[config.mk]
export PLATFORM = sky130hd
export DESIGN_NAME = uart_irq_front
export DESIGN_NICKNAME = d
export VERILOG_FILES = /design/src/rtl/uart_irq_pkg.sv /design/src/rtl/uart_irq_enable_reg.sv /design/src/rtl/uart_irq_thre_latch.sv /design/src/rtl/uart_irq_prio.sv /design/src/rtl/uart_irq_front.sv
export SDC_FILE = /design/constraint.sdc
export NUM_CORES = 1
export LEC_CHECK = 0
export BUFFER_PORTS_ARGS = -buffer_cell sky130_fd_sc_hd__buf_2
export CORE_AREA = 4 4 41 43
export DETAILED_ROUTE_END_ITERATION = 8
export DIE_AREA = 0 0 45 47
export PLACE_DENSITY = 0.71
export REMOVE_ABC_BUFFERS = 1
export SYNTH_ARGS = -nofsm -noshare
export SYNTH_HDL_FRONTEND = slang
export SYNTH_HIERARCHICAL = 1
export SYNTH_SLANG_ARGS = --single-unit
export TNS_END_PERCENT = 50
[constraint.sdc]
create_clock -name clk -period 2.8 [get_ports clk]
set_input_delay 0.28 -clock clk [delete_from_list [all_inputs] [get_ports clk]]
set_output_delay 0.28 -clock clk [all_outputs]
set_load 0.01 [all_outputs]
[src/rtl/uart_irq_pkg.sv]
package uart_irq_pkg;
  localparam int SRC_N = 5;

  // grant vector bit positions, highest priority first
  localparam int G_RLS  = 0;
  localparam int G_RDA  = 1;
  localparam int G_CTO  = 2;
  localparam int G_THRE = 3;
  localparam int G_MSR  = 4;

  typedef enum logic [2:0] {
    ID_MSR  = 3'b000,
    ID_THRE = 3'b001,
    ID_RDA  = 3'b010,
    ID_RLS  = 3'b011,
    ID_CTO  = 3'b110
  } irq_id_e;

  function automatic irq_id_e id_of_grant(logic [SRC_N-1:0] g);
    irq_id_e r;
    r = ID_MSR;
    if (g[G_RLS])       r = ID_RLS;
    else if (g[G_RDA])  r = ID_RDA;
    else if (g[G_CTO])  r = ID_CTO;
    else if (g[G_THRE]) r = ID_THRE;
    return r;
  endfunction

  function automatic logic [7:0] build_iir(irq_id_e id, logic pend, logic fifo);
    return {{2{fifo}}, 2'b00, id, ~pend};
  endfunction
endpackage

[src/rtl/uart_irq_enable_reg.sv]
module uart_irq_enable_reg #(
  parameter int DATA_W = 8,
  parameter int EN_W   = 4
) (
  input  logic              clk,
  input  logic              rst_n,
  input  logic              wr,
  input  logic [DATA_W-1:0] wdata,
  output logic [EN_W-1:0]   en_q,
  output logic [DATA_W-1:0] rdata
);
  localparam int PAD_W = DATA_W - EN_W;

  logic unused_hi;
  assign unused_hi = ^wdata[DATA_W-1:EN_W];

  always_ff @(posedge clk) begin
    if (!rst_n)  en_q <= '0;
    else if (wr) en_q <= wdata[EN_W-1:0];
  end

  assign rdata = {{PAD_W{1'b0}}, en_q};

  assert_en_store_R2: assert property (@(posedge clk) disable iff (!rst_n)
    wr |=> (en_q == $past(wdata[EN_W-1:0])));
endmodule

[src/rtl/uart_irq_thre_latch.sv]
module uart_irq_thre_latch (
  input  logic clk,
  input  logic rst_n,
  input  logic set_evt,
  input  logic clr_wr,
  input  logic clr_rd,
  output logic pend
);
  always_ff @(posedge clk) begin
    if (!rst_n)                pend <= 1'b0;
    else if (set_evt)          pend <= 1'b1;
    else if (clr_wr || clr_rd) pend <= 1'b0;
  end

  assert_read_clears_R8: assert property (@(posedge clk) disable iff (!rst_n)
    (clr_rd && !set_evt) |=> !pend);
  assert_event_sets_R7: assert property (@(posedge clk) disable iff (!rst_n)
    set_evt |=> pend);
endmodule

[src/rtl/uart_irq_prio.sv]
module uart_irq_prio
  import uart_irq_pkg::*;
#(
  parameter int EN_W = 4
) (
  input  logic [EN_W-1:0]  en,
  input  logic             fifo,
  input  logic             rls,
  input  logic             rda,
  input  logic             cto,
  input  logic             thre,
  input  logic             msr,
  output logic [SRC_N-1:0] grant,
  output irq_id_e          id,
  output logic             pend
);
  logic [SRC_N-1:0] req;

  always_comb begin
    req         = '0;
    req[G_RLS]  = rls  & en[2];
    req[G_RDA]  = rda  & en[0];
    req[G_CTO]  = cto  & fifo & en[0];
    req[G_THRE] = thre & en[1];
    req[G_MSR]  = msr  & en[3];
  end

  always_comb begin
    logic taken;
    taken = 1'b0;
    grant = '0;
    for (int i = 0; i < SRC_N; i++) begin
      if (req[i] && !taken) begin
        grant[i] = 1'b1;
        taken    = 1'b1;
      end
    end
  end

  assign pend = |req;
  assign id   = id_of_grant(grant);
endmodule

[src/rtl/uart_irq_front.sv]
module uart_irq_front
  import uart_irq_pkg::*;
#(
  parameter int DATA_W = 8,
  parameter int EN_W   = 4
) (
  input  logic              clk,
  input  logic              rst_n,
  input  logic              fifo_mode,
  input  logic              en_wr,
  input  logic [DATA_W-1:0] en_wdata,
  input  logic              id_rd,
  input  logic              thr_wr,
  input  logic              rx_avail,
  input  logic              rx_timeout,
  input  logic              thr_empty_evt,
  input  logic              line_stat,
  input  logic              modem_stat,
  output logic [DATA_W-1:0] ier_rdata,
  output logic [7:0]        iir_rdata,
  output logic              intr
);
  logic [EN_W-1:0]  en_q;
  logic             thre_pend;
  logic [SRC_N-1:0] grant;
  irq_id_e          win_id;
  logic             any_pend;
  logic             thre_read_clr;

  uart_irq_enable_reg #(.DATA_W(DATA_W), .EN_W(EN_W)) u_en (
    .clk(clk), .rst_n(rst_n), .wr(en_wr), .wdata(en_wdata),
    .en_q(en_q), .rdata(ier_rdata)
  );

  uart_irq_prio #(.EN_W(EN_W)) u_prio (
    .en(en_q), .fifo(fifo_mode), .rls(line_stat), .rda(rx_avail),
    .cto(rx_timeout), .thre(thre_pend), .msr(modem_stat),
    .grant(grant), .id(win_id), .pend(any_pend)
  );

  assign thre_read_clr = id_rd & grant[G_THRE];

  uart_irq_thre_latch u_thre (
    .clk(clk), .rst_n(rst_n), .set_evt(thr_empty_evt), .clr_wr(thr_wr),
    .clr_rd(thre_read_clr), .pend(thre_pend)
  );

  always_ff @(posedge clk) begin
    if (!rst_n) intr <= 1'b0;
    else        intr <= any_pend;
  end

  assign iir_rdata = build_iir(win_id, any_pend, fifo_mode);

  assert_one_grant_R4: assert property (@(posedge clk) disable iff (!rst_n)
    $onehot0(grant));
  assert_all_masked_R6: assert property (@(posedge clk) disable iff (!rst_n)
    (en_q == '0) |=> !intr);
  assert_no_cto_flag_R5: assert property (@(posedge clk) disable iff (!rst_n)
    !fifo_mode |-> !iir_rdata[3]);
  assert_cto_pair_R5: assert property (@(posedge clk) disable iff (!rst_n)
    iir_rdata[3] |-> iir_rdata[2]);
  assert_pend_flag_R3: assert property (@(posedge clk) disable iff (!rst_n)
    (grant == '0) |-> iir_rdata[0]);
endmodule

### Yosys cells after proc, flatten, opt, wreduce, memory -nomap -nowiden

Cells that the tools add are included.
W data, S select, Z words.

* register bits after elaboration: 6
* output and inout bits: 17

* multiplexer cells: 12
* bitwise operators: 8
* reductions and logical operators: 9

Operators by type and width (count)
* $mux W1: 9
* $mux W3: 3
* $and A1 B1 Y1: 7
* $reduce_or A5 Y1: 1
* $logic_and A1 B1 Y1: 3
* $logic_not A1 Y1: 3
* $reduce_bool A2 Y1: 1
* $logic_or A1 B1 Y1: 1
* $not A1 Y1: 1

### Longest topological paths before layout

* depth after elaboration: 15
* gate-level depth with buffers: 6

### By module

The synthesis kept the hierarchy.

Modules (own cells, without submodules)
* uart_irq_enable_reg: times used 1, cells an instance 22, area an instance 220.2 µm², seq. area each 80.1 µm²
* uart_irq_prio: times used 1, cells an instance 19, area an instance 117.6 µm², seq. area each 0.0 µm²
* uart_irq_front: times used 1, cells an instance 9, area an instance 70.1 µm², seq. area each 20.0 µm²
* uart_irq_thre_latch: times used 1, cells an instance 3, area an instance 40.0 µm², seq. area each 20.0 µm²

### Least setup slack after synthesis

OpenSTA, ideal clock, no wires.

* path type: register -> output
* start point: register u_en.en_q[0]
* end point: output port iir_rdata[1]
* data arrival time: 933 ps
* data required time: 2520 ps
* path slack: 1587 ps
* stages on the path, launching flop included: 3
* cells stage by stage: dfxtp_1 -> and3b_1 -> a311o_1

* word-level cells in the longest chain between the ends: 13

RTL lines
* start: declaration: line uart_irq_enable_reg.sv:9 `output logic [EN_W-1:0] en_q,`
* start signal: assignment: line uart_irq_enable_reg.sv:19 `else if (wr) en_q <= wdata[EN_W-1:0];`
* $and A1 B1 Y1: line uart_irq_prio.sv:22 `req[G_RDA] = rda & en[0];`
* $logic_and A1 B1 Y1: line uart_irq_prio.sv:33 `if (req[i] && !taken) begin`
* $mux W1: line uart_irq_prio.sv:33
* $logic_not A1 Y1: line uart_irq_prio.sv:33
* $logic_and A1 B1 Y1: line uart_irq_prio.sv:33
* $mux W1: line uart_irq_prio.sv:33
* $logic_not A1 Y1: line uart_irq_prio.sv:33
* $logic_and A1 B1 Y1: line uart_irq_prio.sv:33
* $mux W1: line uart_irq_prio.sv:33
* $mux W1: line uart_irq_pkg.sv:25 `else if (g[G_THRE]) r = ID_THRE;`
* $mux W3: line uart_irq_pkg.sv:24 `else if (g[G_CTO]) r = ID_CTO;`
* $mux W3 (*): line uart_irq_pkg.sv:23 `else if (g[G_RDA]) r = ID_RDA;`
* $mux W3 (*): line uart_irq_pkg.sv:22 `if (g[G_RLS]) r = ID_RLS;`
* end: declaration: line uart_irq_front.sv:20 `output logic [7:0] iir_rdata,`

Mark *: on every way between the ends. The rest lies on a longest branch, timed or not.

### Final worst setup path

Same ends and word-level chain as after synthesis.

==> results.cfg <==
[detailed_routing]
vias = 366
final_antenna_net_count = 0
totalWireLength_um = 860
drc = 0
routedWlPerCell_um = 10.24
drtIter0Drc = 5
vias_per_cell = 4.357
drtPass1Iterations = 3

[timing]
finalSetupViolations = 0
holdWs_ps = 249.1
timing.setup.tns_ps = 0
skew_ps = 3.593
slew_viol_final = 0
hold_violations = 0
rsz0062_at_grt = false
min_period_over_period_pct = 56.04
final.min_clock_period_ps = 1569
fmax_mhz = 637.3

[clock_network]
numCtsBuffers = 3
h-tree-depth = 1
post_cts_buffers = 0
clk_pin_slew_ps = 40
clkLatencyLatePin_ps = 240
clock_path_buffers = 2
clock-sinks = 6
cts_hold_buf = 0
cts.repair.resized = 0
root_buffer = clkbuf_4
cts_tree = done

[global_route]
grt_pass1_wl_um = 1304
grt_pass1_vias = 331
antenna_found_initial = 0
grt.total_usage_pct = 8.861
grt_overflow = 0
grt_max_degree = 7

[power]
total_power_mw = 0.2223
p_leak_nw = 0.2832
ir_drop_uv = 229.3
power_density_nw_per_um2 = 443.0

[floorplan]
rows = 13
die_width_um = 45
initial_core_util_pct = 32.40
core_um2 = 1301
io_pins = 36
die_h_um = 47
dieArea_um2 = 2115

[cells_and_area]
num_antenna_cells = 0
fillers = 151
syn_to_final_growth_pct = 18.99
utilization_pct = 38.56
final_cells = 84
drive_gt1_share_pct = 43.48
final_nets = 90

[placed_design]
placedCellCount = 81
dp_hpwl_um = 739.9
gp_congestion = 0.7054
portBuffers = 25

[logic_synthesis]
synth_area_um2 = 421.7
syn_inst = 50
syn_area_per_cell_um2 = 8.433
yosys_warnings = 6

[setup_path]
startpoint_type = flip-flop
path_delay_family = flip-flops
crit_path_end_kind = primary output
path_cells = and3b_1 -> a311o_1 -> buf_2
worstPathArrival_ps = 1290
path_class = reg2out
worst_path_max_delay_cell = dfxtp_1
required_ps = 2520
crit_buf_inv = 1
worstPathMaxFanout = 5
critical-path-max-stage-delay_ps = 400

[outcome]
outcome = finished, final reports clean

[min_path]
min_path_type = in2reg

[run]
cap_violations = 0
-- placed cells by master (no fill, tap or decap) --
master / instances
a211oi_1: 1
a21o_1: 1
a21oi_1: 1
a311o_1: 1
and2_1: 3
and3b_1: 1
buf_2: 25
clkbuf_4: 3
conb_1: 6
dfxtp_1: 6
inv_1: 3
inv_2: 1
mux2i_1: 4
nand2_1: 4
nor2b_1: 4
nor3b_2: 1
nor4_1: 1
o2111ai_1: 1
o21a_1: 1
o21ai_0: 1
-- cell type report --
cell class	instances	area (um^2)	area share [%]
Clock buffer	3	22.52	4.489
Inverter	4	15.01	2.993
Multi-Input combinational cell	31	200.2	39.90
Sequential cell	6	120.1	23.94
Tap cell	15	18.77	3.741
Timing Repair Buffer	25	125.1	24.94
-- worst register-to-register path: cells and delay by family (launching register included) --
kind                   cells  cell delay, ps
AOI/OAI and AO/OA          2             310
buffers and inverters      1              80
DFF                        1             320
and+or+nand+nor            3             300
-- where the power goes --
group	switching, mW	internal [mW]	total [mW]
logic	0.0251	0.0235	0.0486
clock network	0.0300	0.0484	0.0784
registers	0.00405	0.0913	0.0953
total	0.0591	0.163	0.222
-- worst paths after layout --
| kind | startpoint | endpoint | slack [ps] | depth (start not counted) |
|---|---|---|---|---|
| setup reg to reg | u_en/en_q[2]$_SDFFE_PN0P_ | u_thre/pend$_SDFFE_PN0P_ | 1680 | 6 |
| setup / recovery | u_en/en_q[0]$_SDFFE_PN0P_ | iir_rdata[1] | 1230 | 3 |
| hold reg to reg | u_en/en_q[3]$_SDFFE_PN0P_ | u_en/en_q[3]$_SDFFE_PN0P_ | 540 | 2 |
| hold / removal | thr_empty_evt | u_thre/pend$_SDFFE_PN0P_ | 250 | 2 |
-- routing by layer --
metal | vias to the layer above | wire length [um] | global-route usage [%]
li1 | 185 | - | -
met1 | 156 | 317 | 9.132
met2 | 22 | 405 | 14.41
met3 | 3 | 114 | 3.448
met4 | 0 | 22 | 7.018
met5 | - | 0 | 0
-- registers in the layout (all words and copies together) (netlist names) --
name,count
u_thre/pend,1
intr,1
u_en/en_q,4
-- through the flow --
| stage | area [um^2] | setup slack, ps |
|---|---|---|
| final | 501.7 | 1231 |
| after global routing | 501.7 | 1163 |
| after detailed placement | 479.2 | 1486 |
| after CTS | 501.7 | 1208 |
| after floorplan | 335.3 | 1568 |
| after global placement | 479.2 | 1496 |
Note: power is estimated with default switching activity, not from simulation.
